<file path="config.mk">
export PLATFORM = sky130hd
export DESIGN_NAME = ra_mode_ctrl
export DESIGN_NICKNAME = d
export VERILOG_FILES = /design/src/rtl/ra_pkg.sv /design/src/rtl/ra_fsm.sv /design/src/rtl/ra_src_check.sv /design/src/rtl/ra_inv_file.sv /design/src/rtl/ra_mode_ctrl.sv
export SDC_FILE = /design/constraint.sdc
export NUM_CORES = 1
export LEC_CHECK = 0
export BUFFER_PORTS_ARGS = -buffer_cell sky130_fd_sc_hd__buf_4
export CORE_MARGIN = 5
export CORE_UTILIZATION = 35
export DETAILED_ROUTE_END_ITERATION = 8
export PLACE_DENSITY_LB_ADDON = 0.12
export SLEW_MARGIN = 25
export SYNTH_ARGS = -nofsm -noshare
export SYNTH_HDL_FRONTEND = slang
export SYNTH_SLANG_ARGS = --single-unit
</file>
<file path="constraint.sdc">
create_clock -name clk -period 3.83 [get_ports clk]
set_input_delay 0.1915 -clock clk [delete_from_list [all_inputs] [get_ports clk]]
set_output_delay 0.1915 -clock clk [all_outputs]
set_load 0.005 [all_outputs]
</file>
<file path="src/rtl/ra_pkg.sv">
package ra_pkg;
  typedef enum logic [0:0] {
    MODE_NORMAL = 1'b0,
    MODE_SPEC   = 1'b1
  } mode_e;
endpackage

</file>
<file path="src/rtl/ra_fsm.sv">
module ra_fsm #(
  parameter int TAG_W = 6
) (
  input  logic             clk,
  input  logic             rst_n,
  input  logic             miss_valid,
  input  logic [TAG_W-1:0] miss_tag,
  input  logic             resp_valid,
  input  logic [TAG_W-1:0] resp_tag,
  output logic             spec_active,
  output logic             capture_q,
  output logic             restore_q,
  output logic [TAG_W-1:0] saved_tag,
  output logic             enter_evt,
  output logic             exit_evt,
  output logic             extra_miss_evt
);
  import ra_pkg::*;

  mode_e            mode_q;
  logic [TAG_W-1:0] tag_q;

  function automatic logic tag_hit(input logic [TAG_W-1:0] a,
                                   input logic [TAG_W-1:0] b);
    return a == b;
  endfunction

  // a restore cycle counts as normal but blocks a fresh entry
  assign enter_evt      = (mode_q == MODE_NORMAL) && miss_valid && !restore_q;
  assign exit_evt       = (mode_q == MODE_SPEC) && resp_valid && tag_hit(resp_tag, tag_q);
  assign extra_miss_evt = (mode_q == MODE_SPEC) && miss_valid && !exit_evt;

  always_ff @(posedge clk) begin
    if (!rst_n) begin
      mode_q    <= MODE_NORMAL;
      capture_q <= 1'b0;
      restore_q <= 1'b0;
      tag_q     <= '0;
    end else begin
      capture_q <= enter_evt;
      restore_q <= exit_evt;
      if (exit_evt) begin
        mode_q <= MODE_NORMAL;
      end else if (enter_evt) begin
        mode_q <= MODE_SPEC;
        tag_q  <= miss_tag;
      end
    end
  end

  assign spec_active = (mode_q == MODE_SPEC);
  assign saved_tag   = tag_q;
endmodule

</file>
<file path="src/rtl/ra_src_check.sv">
module ra_src_check #(
  parameter int NREG  = 32,
  parameter int NSRC  = 2,
  parameter int IDX_W = $clog2(NREG)
) (
  input  logic [NREG-1:0]       inv,
  input  logic [NSRC*IDX_W-1:0] srcs,
  output logic                  any_bad
);
  logic [NSRC-1:0] bad_per_src;

  function automatic logic [IDX_W-1:0] pick(input logic [NSRC*IDX_W-1:0] s,
                                            input int k);
    return s[k*IDX_W +: IDX_W];
  endfunction

  for (genvar k = 0; k < NSRC; k++) begin : g_src
    assign bad_per_src[k] = inv[pick(srcs, k)];
  end

  assign any_bad = |bad_per_src;
endmodule

</file>
<file path="src/rtl/ra_inv_file.sv">
module ra_inv_file #(
  parameter int NREG  = 32,
  parameter int IDX_W = $clog2(NREG)
) (
  input  logic             clk,
  input  logic             rst_n,
  input  logic             clear_all,
  input  logic             set_en,
  input  logic [IDX_W-1:0] set_idx,
  input  logic             wr_en,
  input  logic [IDX_W-1:0] wr_idx,
  input  logic             wr_val,
  output logic [NREG-1:0]  inv
);
  for (genvar i = 0; i < NREG; i++) begin : g_reg
    localparam logic [IDX_W-1:0] MY_IDX = IDX_W'(i);
    always_ff @(posedge clk) begin
      if (!rst_n) begin
        inv[i] <= 1'b0;
      end else if (clear_all) begin
        inv[i] <= 1'b0;
      end else if (set_en && set_idx == MY_IDX) begin
        inv[i] <= 1'b1;
      end else if (wr_en && wr_idx == MY_IDX) begin
        inv[i] <= wr_val;
      end
    end
  end
endmodule

</file>
<file path="src/rtl/ra_mode_ctrl.sv">
module ra_mode_ctrl #(
  parameter int NREG  = 32,
  parameter int NSRC  = 2,
  parameter int TAG_W = 6,
  localparam int IDX_W = $clog2(NREG)
) (
  input  logic                  clk,
  input  logic                  rst_n,
  input  logic                  head_miss_valid,
  input  logic [TAG_W-1:0]      head_miss_tag,
  input  logic [IDX_W-1:0]      head_miss_dst,
  input  logic                  rd_valid,
  input  logic [NSRC*IDX_W-1:0] rd_srcs,
  input  logic [IDX_W-1:0]      rd_dst,
  input  logic                  rd_dst_en,
  input  logic                  mem_resp_valid,
  input  logic [TAG_W-1:0]      mem_resp_tag,
  output logic                  ckpt_capture,
  output logic                  ckpt_restore,
  output logic                  ra_active,
  output logic                  store_suppress,
  output logic [NREG-1:0]       inv_bits,
  output logic                  rd_poisoned
);
  logic             enter_evt, exit_evt, extra_miss_evt;
  logic [TAG_W-1:0] spec_tag;
  logic             src_bad;
  logic             spec_write;

  ra_fsm #(.TAG_W(TAG_W)) u_fsm (
    .clk            (clk),
    .rst_n          (rst_n),
    .miss_valid     (head_miss_valid),
    .miss_tag       (head_miss_tag),
    .resp_valid     (mem_resp_valid),
    .resp_tag       (mem_resp_tag),
    .spec_active    (ra_active),
    .capture_q      (ckpt_capture),
    .restore_q      (ckpt_restore),
    .saved_tag      (spec_tag),
    .enter_evt      (enter_evt),
    .exit_evt       (exit_evt),
    .extra_miss_evt (extra_miss_evt)
  );

  ra_src_check #(.NREG(NREG), .NSRC(NSRC), .IDX_W(IDX_W)) u_src (
    .inv     (inv_bits),
    .srcs    (rd_srcs),
    .any_bad (src_bad)
  );

  assign rd_poisoned = ra_active && rd_valid && src_bad;
  assign spec_write  = ra_active && rd_valid && rd_dst_en;

  // restore wins over both writers; a miss poison wins over a result write
  ra_inv_file #(.NREG(NREG), .IDX_W(IDX_W)) u_inv (
    .clk       (clk),
    .rst_n     (rst_n),
    .clear_all (exit_evt),
    .set_en    (enter_evt || extra_miss_evt),
    .set_idx   (head_miss_dst),
    .wr_en     (spec_write),
    .wr_idx    (rd_dst),
    .wr_val    (rd_poisoned),
    .inv       (inv_bits)
  );

  assign store_suppress = ra_active;
endmodule

</file>
== After elaboration in Yosys (flattened, before gate mapping) ==
Cells that the tools add are included.

* Input port bits: 38
* Word-level logic and storage cells: 285
* Output and inout bits: 37
* Flip-flop bits (word level): 41

* Equality and inequality tests: 63
* Reductions and logical operators: 113
* Bitwise operators: 3
* $lt $le $gt $ge: 2
* Muxes and demuxes: 68

{| class="wikitable"
|+ Operator list
! kind !! number
|-
| 5-bit equality test, second input constant || 32
|-
| 5-bit by 4-bit equality test with 1-bit output, second input constant || 16
|-
| 1-bit logical AND || 73
|-
| 1-bit 2-to-1 mux || 66
|-
| 2-bit nonzero test || 32
|-
| 5-bit by 3-bit equality test with 1-bit output, second input constant || 8
|-
| 5-bit by 2-bit equality test with 1-bit output, second input constant || 4
|-
| 5-bit by 6-bit < comparator with 1-bit output, second input constant || 2
|-
| 1-bit binary-select mux with 5-bit select || 2
|-
| 5-bit by 1-bit equality test with 1-bit output, second input constant || 2
|-
| 5-bit logical NOT || 2
|-
| 6-bit equality test || 1
|-
| 2-bit OR reduction || 2
|-
| 1-bit NOT || 3
|-
| 1-bit logical NOT || 2
|-
| 2-bit AND reduction || 1
|-
| 1-bit logical OR || 1
|}

== Logic depth before layout (Yosys ltp) ==
Gate-level depths: netlist of run 1.

* Word-level depth: 7
* Depth in mapped cells: 8
* Mapped depth without buffers: 6

== Modules after synthesis ==
From an unflattened synthesis of run 1, not the netlist that was laid out.

* Cells, all modules: 294
* Area, all modules: 2,668.8 um^2

{| class="wikitable"
|+ By module, submodules not included
! module !! instances !! cells each !! area an instance (um^2) !! seq. area each (um^2)
|-
| ra_inv_file || 1 || 188 || 1,639.1 || 640.6
|-
| ra_src_check || 1 || 62 || 591.8 || 0.0
|-
| ra_fsm || 1 || 40 || 411.6 || 180.2
|-
| ra_mode_ctrl || 1 || 4 || 26.3 || 0.0
|}

== Worst setup path after synthesis of run 1 ==
Ideal clock, no wire load.

* Path kind: input to register
* Start: in rd_srcs[0]
* End: reg u_inv.inv[4]
* Cell stages on the path: 8
* Data arrival time: 2,041 ps
* Required time: 3,695 ps
* Path slack: 1,654 ps
* Path buffers: 2
* Setup time: 135 ps
* Path through: buf_2 > mux4_2 > a22oi_1 > o32ai_1 > or4_4 > nand3b_4 > buf_12 > o221ai_2

* Longest elaborated chain between the ends: 6

{| class="wikitable"
|+ RTL lines
! element !! RTL line !! source
|-
| from (decl) || ra_mode_ctrl.sv:13 || <nowiki>input logic [NSRC*IDX_W-1:0] rd_srcs,</nowiki>
|-
| 1-bit binary-select mux with 5-bit select || ra_src_check.sv:18 || <nowiki>assign bad_per_src[k] = inv[pick(srcs, k)];</nowiki>
|-
| 1-bit 2-to-1 mux (implied by the code) || ra_src_check.sv:18 ||
|-
| 2-bit OR reduction || ra_src_check.sv:21 || <nowiki>assign any_bad = |bad_per_src;</nowiki>
|-
| 1-bit logical AND || ra_mode_ctrl.sv:52 || <nowiki>assign rd_poisoned = ra_active && rd_valid && src_bad;</nowiki>
|-
| 1-bit 2-to-1 mux || ra_inv_file.sv:24 || <nowiki>end else if (wr_en && wr_idx == MY_IDX) begin</nowiki>
|-
| 1-bit 2-to-1 mux || ra_inv_file.sv:22 || <nowiki>end else if (set_en && set_idx == MY_IDX) begin</nowiki>
|-
| to (signal, indexed assignment) || ra_inv_file.sv:25 || <nowiki>inv[i] <= wr_val;</nowiki>
|-
| to (decl) || ra_inv_file.sv:13 || <nowiki>output logic [NREG-1:0] inv</nowiki>
|}

No other way between the ends. The select of a mux whose other input is x is not followed.
A chain may end at the register's enable or synchronous reset.

== Worst setup path after layout of run 1 ==
* Start: reg u_inv.inv[31]
* End: out rd_poisoned

* Longest elaborated chain between the ends: 4
* Elaborated cells between the ends (all ways): 6
* Classes of those cells: mux: 4; reduce/logical: 2

{| class="wikitable"
|+ RTL lines
! element !! RTL line !! source
|-
| 1-bit binary-select mux with 5-bit select || ra_src_check.sv:18 ||
|-
| 1-bit 2-to-1 mux (implied by the code) || ra_src_check.sv:18 ||
|-
| 2-bit OR reduction * || ra_src_check.sv:21 ||
|-
| 1-bit logical AND * || ra_mode_ctrl.sv:52 ||
|-
| to (decl) || ra_mode_ctrl.sv:23 || <nowiki>output logic rd_poisoned</nowiki>
|}

Every way passes the cells marked *; elsewhere a longest branch is shown, timed or not. The select of a mux whose other input is x is not followed.

==> results.cfg, run 1 <==
[outcome]
status = completed

[yosys]
synth.net_count = 303
yosysTopAreaCell = dfxtp_1
syn_area_sq_um = 2640
synth-seq-area-share_pct = 31.1
yosysMostFrequentCell = dfxtp_1
ys_top_cells_by_area = dfxtp_1 31%, mux4_2 11%, o21ai_0 6.4%
ys_ff_latch = 41
ys_warn_count = 0
synth-edff-count = 0
syn_area_per_cell_sq_um = 9.96
async_flop_share_pct = 0
synth_common_cells = 41 x dfxtp_1, 34 x o21ai_0, 17 x nand2_1, 17 x o22a_1
synth_cell_type_count = 41
synthesis.instances = 265
synth_top_flop_cell = dfxtp_1
netlist.area_leader.share_pct = 31.1

[sta]
setup_tns_ns = 0
hold_viol_final = 0
finClkSkew_ns = 0.00677
rsz0062_at_grt = no
slew_viol_final = 0
fin_crit_sh_pct = 68.0
period_needed_ns = 2.60
relSlewSlack_pct = 39.7
max_freq_mhz = 384
setup-violations-final = 0
worst_pin_slew_ns = 0.902

[floorplanning]
die_x_microns = 96.8
placeableCoreArea_sq_um = 7290
die_h_microns = 96.8
ios = 75
rows = 31
initial_core_util_pct = 36.2
dieArea_sq_um = 9380

[global_routing]
grt_util_met3_pct = 4.03
grt_overflow = 0
grt_usage_pct = 18.4
antenna_found_initial = 0
grt_util_met2_pct = 29.8
grt_pass1_vias = 2467
grt_max_degree = 23
grt_busiest_layer = met2
grt_pass1_wl_microns = 14100
use_met1_pct = 25.1

[clocking]
tritoncts = built
htreeDepth = 2
path_clk_slew_ns = 0.08
post_cts_buffers = 0
clk_latency_ns = 0.30
cts_buffers = 5
cts_hold_buf = 0
cts_sinks = 41
clock-root-buffer = clkbuf_8
post_cts_resized = 0
cts_max_path_buffers = 2

[power_and_ir_drop]
power_leakage_nw = 1.27
ir_worst_vdd_mv = 0.144
total_power_mw = 0.965
power_density_nw_per_um2 = 289

[routing]
postRouteAntennaNets = 0
drt-total-wl_microns = 8710
wire_per_inst_microns = 20.3
viasPerCell = 5.85
drt-initial-drc-count = 241
firstDrtPassIters = 4
vias = 2516
drc = 0

[worst_hold_path]
hold_class = in2reg
worstHoldEndpoint = u_fsm.saved_tag[2]
min-delay-start = head_miss_tag[2]
min_path_cells = 3

[setup_path]
worstReg2RegStart = u_fsm.spec_active
crit_family = simple AND/OR/NAND/NOR gates
r2r_setup_slack_ns = 1.38
reg2reg_depth = 6
cp-start-kind = flop
crit_path_max_fanout = 4
crit_type = reg2out
crit_required_ns = 3.64
critPathArrivalTime_ns = 2.41
crit_chain = mux4_2 > mux2i_1 > o311ai_1 > or4_4 > and3_1 > buf_4
cp_slowest_cell = or4_4
r2r-end = u_inv.inv[7]
endpoint_kind = output pin
cpPeakStageDelay_ns = 0.59
crit_buf_inv = 1

[final_layout]
n_fill_cell = 744
finalNetCount = 368
post-route-util_pct = 45.8
diodes = 0
syn_to_final_growth_pct = 26.6
drive_gt1_share_pct = 35.6
ff_latch_area_sq_um = 821
multiInputGateArea_sq_um = 1700

[run]
max_cap_viol_count = 0

[place]
place.gp.congestion = 0.873
io_buffers = 74
dp_hpwl_microns = 6670
[placed cells by master, fill, tap and decap left out, types with 8 or more instances in the layout]
| cell type | instances |
|---|---|
| buf_4 | 76 |
| dfxtp_1 | 41 |
| o21ai_0 | 34 |
| nand2_1 | 17 |
| o22a_1 | 17 |
| nor2_1 | 14 |
| o211ai_1 | 14 |
| mux4_2 | 13 |
| mux2i_1 | 10 |
| nand3_1 | 10 |
| nor2b_1 | 8 |
| o221ai_2 | 8 |
[state kept, by name, indices dropped and copies added (netlist names)]
name / count
u_fsm.saved_tag: 6
u_fsm.restore_q: 1
u_fsm.spec_active: 1
u_inv.inv: 32
u_fsm.capture_q: 1
[power by group]
group | total, mW | internal (mW) | switching [mW]
clock network | 0.369 | 0.213 | 0.156
registers | 0.445 | 0.436 | 0.00984
logic | 0.150 | 0.0688 | 0.0815
total | 0.965 | 0.717 | 0.248
[logic make-up (layout without fill, tap and decap cells)]
kind of cell	after synthesis	in the layout	synth area share, %
compound gates	102	102	29.8
xor+xnor	6	6	1.99
buf+inv	22	88	4.98
flops	41	41	31.1
mux	26	26	17.9
simple gates	68	68	14.3
[routing by layer]
metal	share of wire [%]	up-vias
met4	1.7	0
li1	-	1187
met2	49	82
met1	43	1237
met3	6.4	10
met5	0	-
[worst reg2reg max path: cells and delay by family, from the launching register on]
| family | cells | cell delay [ns] |
|---|---|---|
| flip-flops | 1 | 0.49 |
| AO/OA/AOI/OAI | 4 | 1.29 |
| AND/OR/NAND/NOR | 2 | 0.56 |
[worst max-delay path by stage]
stage | endpoint | from | slack, ns | depth (start not counted)
finish | rd_poisoned | u_inv.inv[31] | 1.23 | 6
global route | u_inv.inv[7] | u_fsm.spec_active | 1.03 | 6
CTS | rd_poisoned | u_inv.inv[31] | 1.21 | 6
detailed placement | u_inv.inv[7] | u_fsm.spec_active | 1.31 | 6
global placement | u_inv.inv[7] | u_fsm.saved_tag[3] | 1.36 | 6
floorplan | u_inv.inv[4] | rd_srcs[0] | 1.65 | 8
[stage by stage]
stage	instance area [sq um]	hold slack (ns)	worst slack [ns]	std cells
after floorplan	2640	0.313	1.65	265
after global placement	3230	0.427	1.36	422
after detailed placement	3230	0.433	1.31	422
after CTS	3340	0.119	1.21	430
after global routing	3340	0.124	1.03	430
final	3340	0.125	1.23	430
[final cells by class]
type / instances / share of cell area [%]
Multi-Input combinational cell: 202 / 50.7
Sequential cell: 41 / 24.6
Timing Repair Buffer: 76 / 17.1
Tap cell: 99 / 3.71
Clock buffer: 7 / 2.58
Clock inverter: 1 / 0.899
Inverter: 4 / 0.449
Power figures use the tool's default switching activity.
==> run 2: changes to the inputs <==
==> constraint.sdc (replaced) <==
create_clock -name clk -period 2.67 [get_ports clk]
set_input_delay 0.1335 -clock clk [delete_from_list [all_inputs] [get_ports clk]]
set_output_delay 0.1335 -clock clk [all_outputs]
set_load 0.005 [all_outputs]
==> run 2 against run 1 <==
Sequential power up 43%. Critical path depth unchanged. Combinational power up 51%. Count of clock-buffer cells in the layout unchanged. Worst hold slack worse by 0.061 ns. Sequential share of layout area down 0.64 points. Sequential cell count unchanged. Non-clock buffer count up 12. Critical endpoint unchanged. Highest routed layer unchanged.
==> results.cfg, run 2 (same netlist as run 1, synthesis figures left out) <==
[floorplanning]
dieArea_sq_um = 9380
initial_core_util_pct = 36.2
placeableCoreArea_sq_um = 7290
die_h_microns = 96.8
rows = 31
die_x_microns = 96.8
ios = 75

[routing]
drt-initial-drc-count = 171
drt-total-wl_microns = 8640
postRouteAntennaNets = 0
drc = 0
firstDrtPassIters = 5
vias = 2614
viasPerCell = 5.91
wire_per_inst_microns = 19.5

[setup_path]
critPathArrivalTime_ns = 2.38
crit_path_max_fanout = 4
r2r-end = u_inv.inv[23]
cp-start-kind = flop
endpoint_kind = output pin
cpPeakStageDelay_ns = 0.59
reg2reg_depth = 6
r2r_setup_slack_ns = 0.39
worstReg2RegStart = u_inv.inv[21]
crit_required_ns = 2.54
crit_start = u_inv.inv[21]
crit_type = reg2out
crit_chain = mux4_2 > a22oi_1 > o32ai_1 > or4_4 > and3_1 > buf_4
cp_slowest_cell = or4_4
crit_buf_inv = 1
crit_family = simple AND/OR/NAND/NOR gates

[worst_hold_path]
worstHoldEndpoint = u_fsm.capture_q
min-delay-start = rst_n
hold_class = in2reg
min_path_cells = 2

[global_routing]
use_met1_pct = 24.5
grt_usage_pct = 18.0
grt_busiest_layer = met2
grt_util_met2_pct = 29.0
grt_overflow = 0
grt_max_degree = 21
grt_pass1_vias = 2573
grt_util_met3_pct = 3.53
antenna_found_initial = 0
grt_pass1_wl_microns = 13800

[clocking]
clock-root-buffer = clkbuf_8
clk_latency_ns = 0.29
path_clk_slew_ns = 0.08
cts_max_path_buffers = 2
cts_buffers = 5
tritoncts = built
post_cts_buffers = 0
post_cts_resized = 0
cts_hold_buf = 0
cts_sinks = 41
htreeDepth = 2

[final_layout]
post-route-util_pct = 47.1
layout_commonest_cell = buf_4
finalNetCount = 380
diodes = 0
drive_gt1_share_pct = 37.9
regMostFlops = u_inv.inv
fin_cells = 442
syn_to_final_growth_pct = 30.1
final_area_sq_um = 3430
largest_reg_flops = 32
layout_common_cells = 88 x buf_4, 41 x dfxtp_1, 34 x o21ai_0

[sta]
relSlewSlack_pct = 50.2
worst_pin_slew_ns = 0.745
max_freq_mhz = 398
slew_viol_final = 0
setup_tns_ns = 0
hold_viol_final = 0
setup_ws_ns = 0.158
hold_ws_ns = 0.0639
period_needed_ns = 2.51
fin_crit_sh_pct = 94.1
setup-violations-final = 0
finClkSkew_ns = 0.00662
rsz0062_at_grt = no

[power_and_ir_drop]
ir_worst_vdd_mv = 0.244
power_leakage_nw = 1.32
total_power_mw = 1.39
power_density_nw_per_um2 = 405

[run]
max_cap_viol_count = 0

[place]
place_area_sq_um = 3320
place.gp.congestion = 0.899
dp_hpwl_microns = 6770
io_buffers = 74
pre_cts_ws_ns = 0.401
placed_cells = 434

[outcome]
status = completed
[run 2: cell count changes in the layout (fill, tap and decap cells not counted)]
cell / delta
buf_4: +12
[run 2: final cells by class]
cell class	instances	area (sq um)
multi-input cells	202	1700
fillers	743	3860
flip-flops and latches	41	821
clock inverters	1	30.0
clock buffers	7	86.3
well taps	99	124
inverters	4	15.0
repair buffers	88	661
[run 2: worst max path at each step]
stage | to | slack [ns] | depth (start not counted)
global placement | u_inv.inv[13] | 0.42 | 6
global route | rd_poisoned | 0.08 | 6
finish | rd_poisoned | 0.16 | 6
CTS | rd_poisoned | 0.14 | 6
floorplan | u_inv.inv[4] | 0.55 | 8
detailed placement | u_inv.inv[23] | 0.40 | 7
[run 2: worst reg2reg max path, stage by stage (launching register included)]
cell and delay (ns):
dfxtp_1 0.36, mux4_2 0.48, a22oi_1 0.19, o32ai_1 0.11, or4_4 0.59, nand3b_4 0.25
o221ai_1 0.16
[run 2: metal layers]
metal | wire, microns | vias up
li1 | - | 1207
met1 | 3860 | 1273
met2 | 4080 | 122
met3 | 540 | 12
met4 | 159 | 0
met5 | 0 | -
[run 2: where the power goes]
group          switching (mW)  total, mW  internal, mW
Clock                   0.222      0.528         0.305
Combinational           0.120      0.226         0.106
Sequential             0.0120      0.637         0.625
==> run 3: changes to the inputs <==
==> constraint.sdc (replaced) <==
create_clock -name clk -period 2.67 [get_ports clk]
set_input_delay 0.6675 -clock clk [delete_from_list [all_inputs] [get_ports clk]]
set_output_delay 0.6675 -clock clk [all_outputs]
set_load 0.005 [all_outputs]
==> run 3 against run 2 <==
The flow now finishes with violations (negative setup slack). Via count rose by 4.3%. Power up 2.5%. Sequential cell count is the same. Clock power grew 0.9%. Critical path depth grew 2. Wire length increased by 5.4%.
==> results.cfg, run 3 (same netlist as run 1, synthesis figures left out) <==
[floorplanning]
ios = 75
rows = 31
placeableCoreArea_sq_um = 7290
die_h_microns = 96.8
dieArea_sq_um = 9380
initial_core_util_pct = 36.2
die_x_microns = 96.8

[global_routing]
antenna_found_initial = 0
grt_max_degree = 23
grt_pass1_vias = 2681
grt_overflow = 0
grt_pass1_wl_microns = 14400
grt_usage_pct = 18.9

[final_layout]
drive_gt1_share_pct = 44.5
largest_reg_flops = 32
n_fill_cell = 703
regMostFlops = u_inv.inv
syn_to_final_growth_pct = 42.4
finalNetCount = 417
layout_common_cells = 117 x buf_4, 41 x dfxtp_1, 34 x o21ai_0
layout_commonest_cell = buf_4
diodes = 0
final_area_sq_um = 3760

[clocking]
clock-root-buffer = clkbuf_8
tritoncts = built
path_clk_slew_ns = 0.08
cts_max_path_buffers = 2
cts_hold_buf = 0
cts_sinks = 41
clk_latency_ns = 0.30
htreeDepth = 2
cts_buffers = 5

[setup_path]
cp-start-kind = input pin
cp_slowest_cell = or4_4
crit_type = in2out
crit_path_max_fanout = 5
critPathArrivalTime_ns = 2.51
crit_required_ns = 2.00
crit_top_cell = buf_6
cpPeakStageDelay_ns = 0.58
endpoint_kind = output pin
crit_chain = buf_12 > buf_6 > mux4_2 > mux2i_1 > o32ai_1 > or4_4 > and3_4 > buf_6

[place]
dp_hpwl_microns = 7190
pre_cts_ws_ns = -0.536
place_area_sq_um = 3570
io_buffers = 74
place.gp.congestion = 0.865

[routing]
vias = 2727
postRouteAntennaNets = 0
drt-initial-drc-count = 202
wire_per_inst_microns = 19.0
drt-total-wl_microns = 9110
drc = 0
firstDrtPassIters = 4
viasPerCell = 5.69

[sta]
hold_viol_final = 0
rsz0062_at_grt = yes
worst_pin_slew_ns = 0.495
finClkSkew_ns = 0.00700
setup-violations-final = 1
max_freq_mhz = 315
relSlewSlack_pct = 66.7
slew_viol_final = 0
fin_crit_sh_pct = 119
period_needed_ns = 3.17
setup_ws_ns = -0.503

[power_and_ir_drop]
p_switching_mw = 0.366
internal-power_mw = 1.06
pwr-share-seq_pct = 44.9
p_comb_share_pct = 17.8
power_leakage_nw = 1.52
p_clk_share_pct = 37.4
ir_worst_vdd_mv = 0.389
p_sw_share_pct = 25.7
power_density_nw_per_um2 = 379

[outcome]
status = complete, but fails checks
failed_checks = negative setup slack

[worst_hold_path]
hold_class = reg2reg

[run]
max_cap_viol_count = 0
## run 3: worst max-delay path: cells and delay by family
kind | cells | cell delay [ns]
muxes | 2 | 0.64
and+or+nand+nor | 2 | 0.78
buffers and inverters | 3 | 0.30
AOI/OAI and AO/OA | 1 | 0.12
## run 3: path summary, 6_finish.rpt
kind	cells past startpoint	startpoint	end	slack, ns
setup / recovery	8	rd_srcs[7]	rd_poisoned	-0.50
setup reg to reg	7	u_inv.inv[14]	u_inv.inv[13]	0.25
hold reg to reg	2	u_fsm.saved_tag[1]	u_fsm.saved_tag[1]	0.52
hold / removal	2	u_fsm.saved_tag[1]	u_fsm.saved_tag[1]	0.52
## run 3: cell type report
cell class / count / area [sq um] / share of cell area (%)
sequential: 41 / 821 / 21.8
clock inverter: 2 / 37.5 / 0.999
inverter: 4 / 15.0 / 0.399
clock buffer: 6 / 82.6 / 2.20
tap: 99 / 124 / 3.30
timing repair buffer: 125 / 986 / 26.2
multi-input combinational: 202 / 1690 / 45.0
## run 3: power by group through the flow
| stage | sequential [mW] | combinational, mW | clock [mW] |
|---|---|---|---|
| final | 0.639 | 0.253 | 0.533 |
| after global routing | 0.641 | 0.274 | 0.566 |
| after CTS | 0.639 | 0.251 | 0.544 |
| after detailed placement | 0.653 | 0.244 | 0 |
| after global placement | 0.653 | 0.242 | 0 |
| after floorplan | 0.650 | 0.126 | 0 |
## run 3: timing repair
action	4_1_cts	5_1_grt
pin swaps	4	3
hold endpoints to repair	0	0
buffers inserted	2	2
resized for setup	8	1
endpoints found under the setup margin	1	1
## run 3: stage by stage
stage | power (mW) | hold WS [ns] | TNS (ns) | instances | utilization [%]
finish | 1.42 | 0.518 | -0.503 | 479 | 51.5
global route | 1.48 | 0.534 | -0.537 | 479 | 51.5
CTS | 1.43 | 0.524 | -0.530 | 477 | 51.3
detailed placement | 0.897 | 0.505 | -2.40 | 467 | 49.0
global placement | 0.895 | 0.496 | -2.16 | 467 | 49.0
floorplan | 0.775 | 0.481 | -0.264 | 265 | -
## run 3: metal layers
layer	global-route usage [%]	wire, microns	vias up
li1	-	-	1283
met5	0	0	-
met1	24.7	3830	1291
met2	31.5	4330	138
met3	3.60	753	15
met4	5.51	188	0
